File: src/rtl/prio_irq_ctrl.sv
module prio_irq_ctrl #(
  parameter int NSRC    = 32,
  parameter int GBASE   = 4,
  parameter int GSZ     = 8,
  parameter int SUB_SRC = 2,
  parameter int SUBW    = 4,
  parameter int NMC     = 5
) (
  input  logic            clk,
  input  logic            rst_n,
  input  logic [NSRC-1:0] src_evt,
  input  logic [NSRC-1:0] src_mask,
  input  logic [NSRC-1:0] src_clr,
  input  logic [SUBW-1:0] sub_evt,
  input  logic [SUBW-1:0] sub_mask,
  input  logic [1:0]      grp_order,
  input  logic            ovr_en,
  input  logic [5:0]      ovr_src,
  input  logic [NMC-1:0]  mc_evt,
  input  logic [NMC-1:0]  mc_clr,
  input  logic            core_en,
  output logic            core_int,
  output logic            core_mcp,
  output logic            int_pin,
  output logic            nmi_pin,
  output logic [5:0]      vec
);
  localparam int GEND = GBASE + 3 * GSZ;

  logic [NSRC-1:0] pend, elig, set_v;
  logic [NMC-1:0]  mc_pend;
  logic [63:0]     elig_w;
  logic [5:0]      win, vec_q;
  logic            win_vld, req_q, mc_any;

  assign set_v  = src_evt | (NSRC'(|(sub_evt & sub_mask)) << SUB_SRC);
  assign elig   = pend & src_mask;
  assign elig_w = 64'(elig);

  function automatic int slot_grp(input logic [1:0] o, input int s);
    case (o)
      2'd0:    return s;
      2'd1:    return (s == 0) ? 1 : (s == 1) ? 0 : 2;
      2'd2:    return (s == 0) ? 2 : s - 1;
      default: return (s == 0) ? 0 : (s == 1) ? 2 : 1;
    endcase
  endfunction

  function automatic int pos_src(input logic [1:0] o, input int p);
    if (p >= GBASE && p < GEND)
      return GBASE + slot_grp(o, (p - GBASE) / GSZ) * GSZ + (p - GBASE) % GSZ;
    return p;
  endfunction

  always_comb begin
    win_vld = 1'b0;
    win     = '0;
    for (int p = NSRC - 1; p >= 0; p--) begin
      if (elig_w[6'(pos_src(grp_order, p))]) begin
        win_vld = 1'b1;
        win     = 6'(pos_src(grp_order, p));
      end
    end
    if (ovr_en && int'(ovr_src) < NSRC && elig_w[ovr_src]) begin
      win_vld = 1'b1;
      win     = ovr_src;
    end
  end

  always_ff @(posedge clk or negedge rst_n) begin
    if (!rst_n) begin
      pend    <= '0;
      mc_pend <= '0;
      vec_q   <= '0;
      req_q   <= 1'b0;
    end else begin
      pend    <= (pend & ~src_clr) | set_v;
      mc_pend <= (mc_pend & ~mc_clr) | mc_evt;
      req_q   <= win_vld;
      vec_q   <= win_vld ? win + 6'd1 : 6'd0;
    end
  end

  assign mc_any   = |mc_pend;
  assign vec      = vec_q;
  assign core_int = req_q & core_en;
  assign int_pin  = req_q & ~core_en;
  assign core_mcp = mc_any & core_en;
  assign nmi_pin  = mc_any & ~core_en;
endmodule

File: config.mk
export PLATFORM = sky130hd
export DESIGN_NAME = prio_irq_ctrl
export DESIGN_NICKNAME = d
export VERILOG_FILES = /design/src/rtl/prio_irq_ctrl.sv
export SDC_FILE = /design/constraint.sdc
export NUM_CORES = 1
export LEC_CHECK = 0
export ABC_AREA = 0
export CELL_PAD_IN_SITES_DETAIL_PLACEMENT = 1
export CELL_PAD_IN_SITES_GLOBAL_PLACEMENT = 1
export CORE_MARGIN = 4
export CORE_UTILIZATION = 33
export DETAILED_ROUTE_END_ITERATION = 8
export PLACE_DENSITY = 0.79
export SETUP_SLACK_MARGIN = 0.3
export SLEW_MARGIN = 20
export SYNTH_ARGS = -nofsm -noshare
export SYNTH_HDL_FRONTEND = slang
export SYNTH_SLANG_ARGS = --single-unit
File: constraint.sdc
create_clock -name clk -period 4.1 [get_ports clk]
set_clock_uncertainty 0.15 [all_clocks]
set_input_delay 0.82 -clock clk [delete_from_list [all_inputs] [get_ports clk]]
set_output_delay 0.82 -clock clk [all_outputs]
set_load 0.005 [all_outputs]
### Word-level counts from Yosys, hierarchy flattened

Index checks and enable logic that the tools add are counted.

* input port bits: 126
* logic and storage cells: 339
* flip-flop bits (word level): 44
* output and inout port bits: 10

* multiplexer cells: 216
* bitwise gates (word level): 14
* reductions and logical operators: 7
* $lt $le $gt $ge: 26
* equality and inequality tests: 2
* add/subtract/negate cells: 70

Operator list (count)
* 6-bit two-way mux: 54
* 6-bit by 8-bit < comparator with 1-bit output, second input constant: 24
* 4-bit by 6-bit adder with 6-bit output, first input constant: 27
* 1-bit binary-select mux with 6-bit select: 25
* 6-bit by 4-bit adder with 6-bit output, second input constant: 24
* 1-bit two-way mux: 106
* 6-bit by 3-bit adder with 6-bit output, second input constant: 12
* 3-bit two-way mux: 24
* 32-bit bitwise AND: 2
* 6-bit by 2-bit adder with 6-bit output, second input constant: 6
* 32-bit inverter: 1
* 32-bit by 3-bit bitwise OR with 32-bit output: 1
* 32-bit bitwise OR: 1
* 5-bit two-way mux: 4
* 2-bit case mux with 2 select lines: 2
* 6-bit by 7-bit < comparator with 1-bit output, second input constant: 1
* 6-bit by 1-bit adder with 6-bit output, second input constant: 1
* 6-bit < comparator, second input constant: 1
* 5-bit bitwise AND: 1
* 5-bit inverter: 1
* 5-bit bitwise OR: 1
* 5-bit OR reduction: 1
* 1-bit bitwise AND: 4
* 4-bit bitwise AND: 1
* 8 further kinds: 10

### Depth between registers and ports, before layout

Gate-level depths: netlist (run 1).

* depth in word-level cells: 43
* gate-level depth with buffers: 14
* mapped depth without buffers: 12

### Worst setup path after synthesis (run 1)

Ideal clock, no wire load.

* path kind: input -> register
* start: input port grp_order[0]
* end: register vec_q[4] (netlist: vec[4])
* stages on the path: 12
* arrival time: 3.410 ns
* data required time: 3.820 ns
* library setup time: 0.130 ns
* setup slack: 0.410 ns
* path buffers: 2
* cells stage by stage: inv_1 -> ha_1 -> buf_4 -> buf_4 -> nand3_1 -> a41oi_1 -> or3_2 -> or4_1 -> a32oi_2 -> ha_1 -> o211ai_1 -> xor2_1

* longest elaborated chain between the ends: 39
* elaborated cells between the ends (all ways): 257
* those cells by class: 70 x add/sub; 2 x eq/ne; 182 x mux; 3 x reduce/logical

RTL lines
* start, declared: line 16 `input logic [1:0] grp_order,`
* 2-bit by 1-bit equality test with 1-bit output or 2-bit logical NOT (tied branches): line 41 `case (o)`
* 2-bit OR reduction (no source line)
* 2-bit two-way mux: line 41
* 4-bit by 6-bit adder with 6-bit output: line 51 `return GBASE + slot_grp(o, (p - GBASE) / GSZ) * GSZ + (p - GBASE) % GSZ;`
* 6-bit by 4-bit adder with 6-bit output: line 51
* 1-bit binary-select mux with 6-bit select: line 59 `if (elig_w[6'(pos_src(grp_order, p))]) begin`
* 1-bit two-way mux (implied by the code) (2 in a row): line 59
* 6-bit two-way mux (28 in a row): line 59
* 6-bit two-way mux: line 64 `if (ovr_en && int'(ovr_src) < NSRC && elig_w[ovr_src]) begin`
* 6-bit by 1-bit adder with 6-bit output: line 80 `vec_q <= win_vld ? win + 6'd1 : 6'd0;`
* 6-bit two-way mux *: line 80
* end signal, assigned: line 80
* end, declared: line 33 `logic [5:0] win, vec_q;`

Every way passes the cells marked *; elsewhere a longest branch is shown, timed or not. The select of a mux whose other input is x is not followed.

### Worst setup path after layout (run 1)

* start: input port grp_order[1]
* end: register vec_q[4] (netlist: vec[4])

The elaborated chain is that of the path after synthesis.

==> results.py, run 1 <==
metrics = {
    "setup_path": {
        "critical_path.slowest_cell": "sky130_fd_sc_hd__or4b_4",
        "worst_path_cell_trace": "dlygate4sd2_1, inv_2, ha_4, bufbuf_16, nand2b_1, o22ai_1, a21oi_1, nor2_1, or4b_4, or4_4, a32oi_2, ha_2, o211ai_1, xor2_1",
        "critPathMaxFanout": 11,
        "worstSetupStartpointType": "input port",
        "timing.setup.critical_path_class": "in2reg",
        "setup.worst_path.end_class": "register",
        "critical-path-max-stage-delay_ns": 0.54,
        "worstPathBufferInverterCount": 3,
        "critPathArrivalTime_ns": 3.75,
        "timing.critical_path.required_ns": 4.14,
        "timing.critical_path.max_delay_family": "simple AND/OR/NAND/NOR gates",
    },
    "sta": {
        "final-hold-violation-count": 0,
        "maxClockFrequency_mhz": 269,
        "fin_crit_sh_pct": 90.7,
        "whs_ns": 0.327,
        "worst-slew-pin-transition_ns": 0.580,
        "max-slew-margin-rel_pct": 61.2,
        "grt_setup_unrepaired": "false",
        "setup_slack_ns": 0.382,
        "timing.final.max_slew_violations": 0,
        "final-setup-viol-count": 0,
        "finalWorstPathRequiredPeriod_ns": 3.72,
    },
    "routing": {
        "number_of_remaining_drc_errors": 0,
        "routed_wl_microns": 15500,
        "detail_route.wl_per_cell_microns": 20.6,
        "detail_route.vias_per_cell": 5.70,
        "first_iter_violations": 218,
        "drtPass1Iterations": 5,
        "route.antenna.remaining_nets": 0,
        "dr_total_vias": 4290,
    },
    "clocking": {
        "insertion_delay_ns": 0.31,
        "cts_htree_levels": 2,
        "ctsRootBufferMaster": "sky130_fd_sc_hd__clkbuf_16",
        "number_of_buffers_inserted_during_clock_tree_synthesis": 5,
        "clockBufferDepth": 2,
        "cts_tree": "done",
        "clock_sinks": 44,
        "clkTransAtPathRegs_ns": 0.06,
    },
    "synth": {
        "syn_inst": 439,
        "synth_top_cell_area_share_pct": 29.6,
        "synth-main-ff-cell": "sky130_fd_sc_hd__dfrtp_1",
        "syn_nets": 571,
        "synth_top_cell_by_area": "sky130_fd_sc_hd__dfrtp_1",
        "asyncSetResetFlopFracSynth_pct": 100,
        "synth_enable_flop_cells": 0,
        "post_synth_instance_area_sq_mm": 0.00372,
        "synth_seq_cells": 44,
        "seq_area_frac_synth_pct": 29.6,
        "syn-mean-instance-area_sq_um": 8.46,
        "cells_taking_the_most_area_after_synthesis": "sky130_fd_sc_hd__dfrtp_1 (30%), sky130_fd_sc_hd__a21o_1 (7.5%), sky130_fd_sc_hd__nand3_1 (4.7%), sky130_fd_sc_hd__inv_1 (4.2%), sky130_fd_sc_hd__nand2_1 (4.1%)",
        "synth_cell_types": 69,
        "yosysWarnings": 0,
    },
    "pwr": {
        "cellLeakagePower_nw": 2.48,
        "peakVddDrop_mv": 0.206,
        "total_power_w": 0.00152,
        "pwr_density_cell_mw_per_mm2": 264,
    },
    "floorplanning": {
        "floorplan.core_area_sq_mm": 0.0109,
        "floorplan.initialDensity_pct": 34.0,
        "dieHeight_microns": 114,
        "rows": 38,
        "fp.dieArea_sq_mm": 0.0130,
        "chipWidth_microns": 114,
        "num_io_pins": 136,
    },
    "grt": {
        "grt.overflow.total": 0,
        "number_of_global_route_vias_before_repair": 4570,
        "antenna_violations_before_repair": 0,
        "grt_usage_pct": 23.8,
        "largest_net_degree_at_the_start_of_global_routing": 45,
        "grt_first_pass_wirelength_microns": 24200,
    },
    "finish": {
        "layout.nets": 743,
        "multi_input_comb_area_sq_mm": 0.00242,
        "drive_gt1_share_pct": 14.2,
        "postLayoutCellArea_sq_mm": 0.00575,
        "n_fill_cell": 1301,
        "final_common_cell": "sky130_fd_sc_hd__clkdlybuf4s50_1",
        "commonest_cells_after_routing_fill_and_taps_aside": "sky130_fd_sc_hd__clkdlybuf4s50_1 (132), sky130_fd_sc_hd__dfrtp_1 (44), sky130_fd_sc_hd__buf_4 (43)",
        "num_antenna_cells": 0,
        "sequential_cell_area_sq_mm": 0.00110,
        "flow.area_growth_from_synthesis_pct": 54.6,
        "finalNonFillerCells": 752,
    },
    "place": {
        "dpl.hpwl_microns": 12600,
        "port_buffer_count": 135,
        "postPlaceCellArea_sq_mm": 0.00548,
        "globalplace.congestion": 0.905,
        "placed_cells": 741,
        "dpl_worst_slack_ns": -0.341,
    },
    "outcome": {
        "status": "complete, no violations",
    },
    "worst_hold_path": {
        "min_path_type": "reg2reg",
    },
    "run": {
        "maxCapViolations": 0,
    },
}
through the flow:
stage          utilization, %  TNS, ns
4_1_cts                  52.1        0
3_3_place_gp             50.1   -0.363
2_1_floorplan               -        0
5_1_grt                  52.6        0
6_report                 52.6        0
3_5_place_dp             50.1    -1.13
cells in the mapped netlist, types with 2 or more instances:
cell type and count:
sky130_fd_sc_hd__a21oi_1 20, sky130_fd_sc_hd__a21o_1 37, sky130_fd_sc_hd__o32ai_1 3, sky130_fd_sc_hd__nand2_1 41, sky130_fd_sc_hd__mux4_2 4, sky130_fd_sc_hd__nand3b_1 18
sky130_fd_sc_hd__o2111ai_1 9, sky130_fd_sc_hd__a31o_2 2, sky130_fd_sc_hd__a31oi_1 7, sky130_fd_sc_hd__a22oi_1 10, sky130_fd_sc_hd__nand2b_1 6, sky130_fd_sc_hd__or3_1 3
sky130_fd_sc_hd__buf_6 3, sky130_fd_sc_hd__a311oi_1 2, sky130_fd_sc_hd__buf_4 2, sky130_fd_sc_hd__nor3_1 3, sky130_fd_sc_hd__a32o_1 2, sky130_fd_sc_hd__nor4_1 2
sky130_fd_sc_hd__a221oi_1 2, sky130_fd_sc_hd__nand3_1 35, sky130_fd_sc_hd__o22ai_1 2, sky130_fd_sc_hd__o2111a_1 2, sky130_fd_sc_hd__nor2b_1 5, sky130_fd_sc_hd__xor2_1 2
sky130_fd_sc_hd__a211oi_1 5, sky130_fd_sc_hd__mux2i_1 6, sky130_fd_sc_hd__clkbuf_1 2, sky130_fd_sc_hd__nor2_1 17, sky130_fd_sc_hd__o21ai_0 10, sky130_fd_sc_hd__inv_1 42
sky130_fd_sc_hd__dfrtp_1 44, sky130_fd_sc_hd__mux2_2 2, sky130_fd_sc_hd__and2_1 16, sky130_fd_sc_hd__a41oi_1 4, sky130_fd_sc_hd__mux4_1 3, sky130_fd_sc_hd__ha_1 6
sky130_fd_sc_hd__o211ai_1 5, sky130_fd_sc_hd__and3_1 9, sky130_fd_sc_hd__o31ai_1 3, sky130_fd_sc_hd__or4_1 2, sky130_fd_sc_hd__or2_1 3, sky130_fd_sc_hd__buf_2 7
sky130_fd_sc_hd__a22o_1 5
worst reg2reg max path, stage by stage (launching register included):
cell and delay, ns:
sky130_fd_sc_hd__dfrtp_1 0.42, sky130_fd_sc_hd__nand2_1 0.17, sky130_fd_sc_hd__a32oi_1 0.22, sky130_fd_sc_hd__and3_1 0.22
sky130_fd_sc_hd__nor2_1 0.06, sky130_fd_sc_hd__or4b_4 0.54, sky130_fd_sc_hd__or4_4 0.44, sky130_fd_sc_hd__a32oi_2 0.21
sky130_fd_sc_hd__ha_2 0.24, sky130_fd_sc_hd__o211ai_1 0.10, sky130_fd_sc_hd__xor2_1 0.15
final timing paths:
path / from / cells after the start / slack [ns] / end
min: mc_pend[2] / 1 / 0.33 / mc_pend[2]
min in group asynchronous: rst_n / 1 / 0.36 / pend[6]
max in group asynchronous: rst_n / 1 / 3.06 / pend[10]
max: grp_order[1] / 14 / 0.38 / vec[4]
min reg2reg: mc_pend[2] / 1 / 0.33 / mc_pend[2]
max reg2reg: pend[23] / 10 / 1.05 / vec[4]
cells by family (layout without fill, tap and decap cells):
| kind of cell | after synthesis | count (layout) | share of synthesized area (%) |
|---|---|---|---|
| compound gates | 140 | 140 | 27.9 |
| xor+xnor | 3 | 3 | 0.707 |
| fa+ha+maj | 6 | 6 | 2.02 |
| buf+inv | 59 | 232 | 7.27 |
| flops | 44 | 44 | 29.6 |
| mux | 15 | 15 | 6.77 |
| simple gates | 172 | 172 | 25.7 |
state kept, by name, indices dropped and copies added, names as in the netlist:
signal	flops
req_q	1
vec	6
pend	32
mc_pend	5
timing repair:
| action | 4_1_cts | 5_1_grt |
|---|---|---|
| buffers inserted | 1 | 1 |
| endpoints found under the setup margin | 5 | 5 |
| pin swaps | 2 | 5 |
| hold buffers | 0 | 0 |
| gates cloned | 1 | 0 |
| gates resized for setup | 11 | 7 |
routing by layer:
| metal | GRT usage (%) | share of wire [%] |
|---|---|---|
| met5 | 0 | 0 |
| met4 | 5.46 | 2.1 |
| met3 | 6.24 | 6.7 |
| met2 | 41.5 | 50 |
| met1 | 29.6 | 42 |
power breakdown:
part | switching (W) | internal (W) | total, W
clock network | 0.000187 | 0.000225 | 0.000412
logic | 0.000275 | 0.000330 | 0.000605
registers | 0.0000321 | 0.000470 | 0.000502
cell type report:
| type | instances | area share [%] |
|---|---|---|
| Tap cell | 140 | 3.05 |
| Multi-Input combinational cell | 336 | 42.0 |
| Clock buffer | 5 | 2.18 |
| Timing Repair Buffer | 180 | 30.2 |
| Clock inverter | 3 | 0.327 |
| Sequential cell | 44 | 19.2 |
| Inverter | 44 | 3.05 |
No activity file was read; power rests on OpenSTA's default activity.
==> inputs of run 2 (changes only) <==
Settings changed: GPL_TIMING_DRIVEN from default to 0.
==> run 2 against run 1 <==
Global-route usage down 1.2 points. Cell count fell by 2.9%. Cell area decreased by 2.6%. Via count decreased by 3.7%. First-iteration DRC count is 2.8% lower. Critical path type unchanged. Sequential share of layout area increased by 0.52 points. Highest routed layer unchanged.
==> results.py, run 2 (same netlist as run 1, synthesis figures left out) <==
metrics = {
    "outcome": {
        "status": "complete, no violations",
    },
    "clocking": {
        "clockBufferDepth": 2,
        "cts_tree": "done",
        "number_of_buffers_inserted_during_clock_tree_synthesis": 5,
        "ctsHoldBuffers": 0,
        "clkTransAtPathRegs_ns": 0.07,
        "clock_sinks": 44,
        "cts_htree_levels": 2,
        "insertion_delay_ns": 0.29,
        "ctsRootBufferMaster": "sky130_fd_sc_hd__clkbuf_16",
    },
    "routing": {
        "number_of_remaining_drc_errors": 0,
        "first_iter_violations": 212,
        "drtPass1Iterations": 5,
        "detail_route.wl_per_cell_microns": 20.5,
        "detail_route.vias_per_cell": 5.66,
        "dr_total_vias": 4133,
        "routed_wl_microns": 15000,
        "route.antenna.remaining_nets": 0,
    },
    "floorplanning": {
        "dieHeight_microns": 114,
        "floorplan.initialDensity_pct": 34.0,
        "fp.dieArea_sq_mm": 0.0130,
        "floorplan.core_area_sq_mm": 0.0109,
        "num_io_pins": 136,
        "rows": 38,
        "chipWidth_microns": 114,
    },
    "sta": {
        "final-setup-viol-count": 0,
        "final-hold-violation-count": 0,
        "worst-slew-pin-transition_ns": 0.578,
        "grt_setup_unrepaired": "true",
        "finalWorstPathRequiredPeriod_ns": 3.75,
        "maxClockFrequency_mhz": 266,
        "timing.final.max_slew_violations": 0,
        "fin_crit_sh_pct": 91.5,
        "max-slew-margin-rel_pct": 61.5,
        "whs_ns": 0.319,
    },
    "place": {
        "placed_cells": 713,
        "globalplace.congestion": 0.947,
        "dpl.hpwl_microns": 12300,
        "port_buffer_count": 133,
    },
    "finish": {
        "final_common_cell": "sky130_fd_sc_hd__clkdlybuf4s50_1",
        "layout.nets": 721,
        "commonest_cells_after_routing_fill_and_taps_aside": "sky130_fd_sc_hd__clkdlybuf4s50_1 (130), sky130_fd_sc_hd__dfrtp_1 (44), sky130_fd_sc_hd__inv_1 (40)",
        "drive_gt1_share_pct": 12.9,
        "flow.area_growth_from_synthesis_pct": 50.6,
        "finalNonFillerCells": 730,
        "num_antenna_cells": 0,
        "largest_reg_flops": 32,
        "n_fill_cell": 1299,
        "registers.top_by_ff_count": "pend",
    },
    "worst_hold_path": {
        "hold_path_startpoint": "mc_pend[3]",
        "worst_hold_path_cell_count": 1,
        "min_path_type": "reg2reg",
        "whs_endpoint": "mc_pend[3]",
    },
    "setup_path": {
        "timing.setup.critical_path_class": "in2reg",
        "regToRegStartpoint": "pend[21]",
        "timing.critical_path.mode_cell": "sky130_fd_sc_hd__a32oi_2",
        "worstSetupStartpointType": "input port",
        "regToRegEndpoint": "vec[4]",
        "setup.worst_path.end_class": "register",
        "critical_path.slowest_cell": "sky130_fd_sc_hd__or4b_4",
        "worst_path_cell_trace": "dlygate4sd2_1, ha_1, buf_4, nor2b_4, a32oi_2, and3_4, nor2_1, or4b_4, or4_4, a32oi_2, ha_2, o211ai_1, xor2_1",
        "r2r_cells": 10,
        "critPathMaxFanout": 10,
        "reg2reg_slack_ns": 1.01,
        "timing.critical_path.required_ns": 4.12,
        "critPathArrivalTime_ns": 3.77,
        "critical-path-max-stage-delay_ns": 0.55,
    },
    "run": {
        "maxCapViolations": 0,
    },
    "pwr": {
        "cellLeakagePower_nw": 2.38,
        "total_power_w": 0.00153,
        "peakVddDrop_mv": 0.186,
        "pwr_density_cell_mw_per_mm2": 274,
    },
    "grt": {
        "grt_usage_pct": 22.7,
        "antenna_violations_before_repair": 0,
        "number_of_global_route_vias_before_repair": 4458,
        "grt.overflow.total": 0,
        "grt_first_pass_wirelength_microns": 23400,
        "largest_net_degree_at_the_start_of_global_routing": 24,
    },
}
-- run 2: per-stage QoR --
stage / TNS [ns] / area (sq um) / setup slack [ns] / utilization [%]
detailed placement: -2.41 / 5250 / -0.586 / 48.0
global route: 0 / 5600 / 0.268 / 51.2
floorplan: 0 / 3720 / 0.410 / -
finish: 0 / 5600 / 0.347 / 51.2
CTS: 0 / 5480 / 0.301 / 50.1
global placement: -2.19 / 5220 / -0.550 / 47.8
-- run 2: per-layer routing --
metal  track usage (%)  wire (microns)  vias up
li1                  -               -     1937
met1              29.4            6230     1998
met2              40.0            7360      175
met3              3.96            1090       23
met4              4.04             311        0
met5                 0               0        -
-- run 2: worst max path at each step --
stage,from,slack [ns],cells after the start,end
2_1_floorplan,grp_order[0],0.41,12,vec[4]
3_3_place_gp,grp_order[0],-0.55,14,vec[4]
3_5_place_dp,grp_order[1],-0.59,14,vec[4]
4_1_cts,grp_order[1],0.30,15,vec[4]
5_1_grt,grp_order[0],0.27,14,vec[4]
6_report,grp_order[0],0.35,13,vec[4]
-- run 2: what timing repair did --
action,CTS,global route
gates cloned,0,1
gates resized for setup,20,22
setup buffers,2,6
endpoints found under the setup margin,6,5
pin swaps,4,6
-- run 2: where the power goes --
part	internal [W]	leakage, nW	switching, W
clock	0.000287	0.0808	0.000173
sequential	0.000470	0.482	0.0000310
combinational	0.000303	1.82	0.000269
-- run 2: cell type report --
class / count / area [sq um] / share of cell area [%]
multi-input cells: 336 / 2440 / 43.7
well taps: 140 / 175 / 3.13
clock inverters: 2 / 35.0 / 0.626
plain buffers: 15 / 123 / 2.19
inverters: 44 / 175 / 3.13
flip-flops and latches: 44 / 1100 / 19.7
clock buffers: 6 / 129 / 2.30
repair buffers: 143 / 1410 / 25.2
-- run 2: critical path, delay by kind of cell --
kind,cells,cell delay [ns]
compound gates,3,0.50
xor+xnor,1,0.15
fa+ha+maj,2,0.43
buf+inv,2,0.45
simple gates,5,1.44
==> inputs of run 3 (changes only) <==
Clock period 4.1 ns to 3.8 ns, I/O delays scaled along.
==> run 3 against run 2 <==
Sequential power increased by 8.2%. Global-route usage increased by 0.87 points. Via count increased by 2.9%. Flip-flop and latch count unchanged. Core utilization increased by 3.1 points. Cell count increased by 1.6%. Clock-buffer cell count increased by 1. Combinational power increased by 19%. Register-to-register slack got worse by 0.32 ns. Cell area increased by 6.0%. Highest routed layer unchanged.
==> results.py, run 3 (same netlist as run 1, synthesis figures left out) <==
metrics = {
    "sta": {
        "finalWorstPathRequiredPeriod_ns": 3.54,
        "timing.final.max_slew_violations": 0,
        "max-slew-margin-rel_pct": 58.9,
        "worst-slew-pin-transition_ns": 0.614,
        "grt_setup_unrepaired": "true",
        "final-setup-viol-count": 0,
        "totalNegativeSetupSlack_ns": 0,
        "final-hold-violation-count": 0,
        "fin_crit_sh_pct": 93.3,
        "setup_slack_ns": 0.256,
        "maxClockFrequency_mhz": 282,
    },
    "pwr": {
        "total_power_w": 0.00177,
        "p_sw_w": 0.000556,
        "cellLeakagePower_nw": 2.59,
        "combinationalPowerShare_pct": 38.4,
        "peakVddDrop_mv": 0.187,
        "share_seq_of_total_power_pct": 30.7,
        "clock_group_share_of_total_power_pct": 31.0,
        "power_switching_share_pct": 31.4,
        "pwr_density_cell_mw_per_mm2": 298,
        "p_int_w": 0.00121,
    },
    "finish": {
        "flow.area_growth_from_synthesis_pct": 59.6,
        "num_antenna_cells": 0,
        "n_fill_cell": 1290,
        "largest_reg_flops": 32,
        "layout.nets": 733,
        "final_common_cell": "sky130_fd_sc_hd__clkdlybuf4s50_1",
        "final_core_utilization_pct": 54.2,
        "registers.top_by_ff_count": "pend",
        "drive_gt1_share_pct": 18.4,
        "commonest_cells_after_routing_fill_and_taps_aside": "sky130_fd_sc_hd__clkdlybuf4s50_1 (113), sky130_fd_sc_hd__dfrtp_1 (44), sky130_fd_sc_hd__inv_1 (40)",
    },
    "setup_path": {
        "r2r_cells": 10,
        "critical-path-max-stage-delay_ns": 0.56,
        "worstPathBufferInverterCount": 5,
        "timing.critical_path.required_ns": 3.82,
        "regToRegStartpoint": "pend[23]",
        "worst_setup_path_startpoint": "grp_order[0]",
        "path_depth": 14,
        "critPathArrivalTime_ns": 3.56,
        "timing.setup.critical_path_class": "in2reg",
        "critical_path.slowest_cell": "sky130_fd_sc_hd__or4_4",
        "worst_path_cell_trace": "buf_8, clkinvlp_4, ha_4, buf_6, buf_4, buf_8, nand3_4, a41oi_2, or3_4, or4_4, a32oi_4, ha_4, o211ai_1, xor2_1",
        "worstSetupStartpointType": "input port",
        "setup.worst_path.end_class": "register",
        "critPathMaxFanout": 10,
        "timing.critical_path.max_delay_family": "simple AND/OR/NAND/NOR gates",
    },
    "routing": {
        "first_iter_violations": 307,
        "route.antenna.remaining_nets": 0,
        "detail_route.vias_per_cell": 5.73,
        "dr_total_vias": 4251,
        "detail_route.wl_per_cell_microns": 21.3,
        "drtPass1Iterations": 5,
        "routed_wl_microns": 15800,
        "number_of_remaining_drc_errors": 0,
    },
    "clocking": {
        "ctsRootBufferMaster": "sky130_fd_sc_hd__clkbuf_16",
        "number_of_buffers_inserted_during_clock_tree_synthesis": 5,
        "ctsHoldBuffers": 0,
        "clkTransAtPathRegs_ns": 0.07,
        "clockBufferDepth": 2,
        "cts_htree_levels": 2,
        "insertion_delay_ns": 0.29,
        "clock_sinks": 44,
        "cts_tree": "done",
    },
    "place": {
        "port_buffer_count": 133,
        "globalplace.congestion": 0.871,
        "dpl_worst_slack_ns": -0.831,
        "dpl.hpwl_microns": 12500,
    },
    "grt": {
        "number_of_global_route_vias_before_repair": 4630,
        "grt-busiest-layer": "met2",
        "grt.met3_usage_pct": 4.86,
        "grt_usage_pct": 23.5,
        "antenna_violations_before_repair": 0,
        "largest_net_degree_at_the_start_of_global_routing": 25,
        "gr-usage-met1_pct": 29.0,
        "grt_first_pass_wirelength_microns": 24100,
        "grt.overflow.total": 0,
        "grtUsageMet2_pct": 41.9,
    },
    "floorplanning": {
        "floorplan.core_area_sq_mm": 0.0109,
        "fp.dieArea_sq_mm": 0.0130,
        "rows": 38,
        "floorplan.initialDensity_pct": 34.0,
        "dieHeight_microns": 114,
        "chipWidth_microns": 114,
        "num_io_pins": 136,
    },
    "outcome": {
        "status": "complete, no violations",
    },
    "worst_hold_path": {
        "min_path_type": "in2async",
    },
    "run": {
        "maxCapViolations": 0,
    },
}
run 3: final timing paths:
kind | to | slack, ns
min reg2reg | mc_pend[2] | 0.33
max reg2reg | vec[4] | 0.69
min | pend[5] | 0.30
max in group asynchronous | pend[0] | 2.69
max | vec[4] | 0.26
min in group clk | mc_pend[2] | 0.33
run 3: per-stage QoR:
step	instances	hold slack [ns]	area [sq um]
finish	742	0.301	5930
global route	742	0.340	5930
CTS	736	0.318	5690
detailed placement	713	0.315	5270
global placement	712	0.300	5250
floorplan	439	0.290	3740
run 3: worst reg2reg max path, stage by stage, from the launching register on:
cell and delay, ns:
sky130_fd_sc_hd__dfrtp_1 0.44, sky130_fd_sc_hd__nand2_2 0.14, sky130_fd_sc_hd__a32oi_2 0.25, sky130_fd_sc_hd__and3_4 0.23, sky130_fd_sc_hd__nor2_1 0.05, sky130_fd_sc_hd__or4b_4 0.52
sky130_fd_sc_hd__or4_4 0.47, sky130_fd_sc_hd__a32oi_4 0.30, sky130_fd_sc_hd__ha_4 0.18, sky130_fd_sc_hd__o211ai_1 0.10, sky130_fd_sc_hd__xor2_1 0.16
run 3: area by class of cell:
| cell class | count | area (sq um) | area share [%] |
|---|---|---|---|
| Multi-Input combinational cell | 336 | 2620 | 44.1 |
| Timing Repair Buffer | 155 | 1530 | 25.9 |
| Inverter | 44 | 181 | 3.06 |
| Clock inverter | 1 | 30.0 | 0.506 |
| Tap cell | 140 | 175 | 2.95 |
| Sequential cell | 44 | 1100 | 18.6 |
| Buffer | 15 | 143 | 2.40 |
| Clock buffer | 7 | 153 | 2.57 |
run 3: power by group through the flow:
| stage | logic, W | registers, W | clock network [W] |
|---|---|---|---|
| after floorplan | 0.000289 | 0.000540 | 0 |
| after CTS | 0.000626 | 0.000540 | 0.000548 |
| after global placement | 0.000560 | 0.000546 | 0 |
| after detailed placement | 0.000577 | 0.000548 | 0 |
| after global routing | 0.000726 | 0.000548 | 0.000568 |
| final | 0.000679 | 0.000542 | 0.000547 |
run 3: routing by layer:
metal / routed length [microns] / vias to the layer above
met1: 6360 / 2116
met5: 0 / -
li1: - / 1956
met3: 1040 / 18
met2: 8150 / 161
met4: 231 / 0
run 3: timing repair:
action                     4_1_cts  5_1_grt
resized for setup               53       51
pin swaps                       14       12
buffers inserted                15        6
setup endpoints to repair        7        7
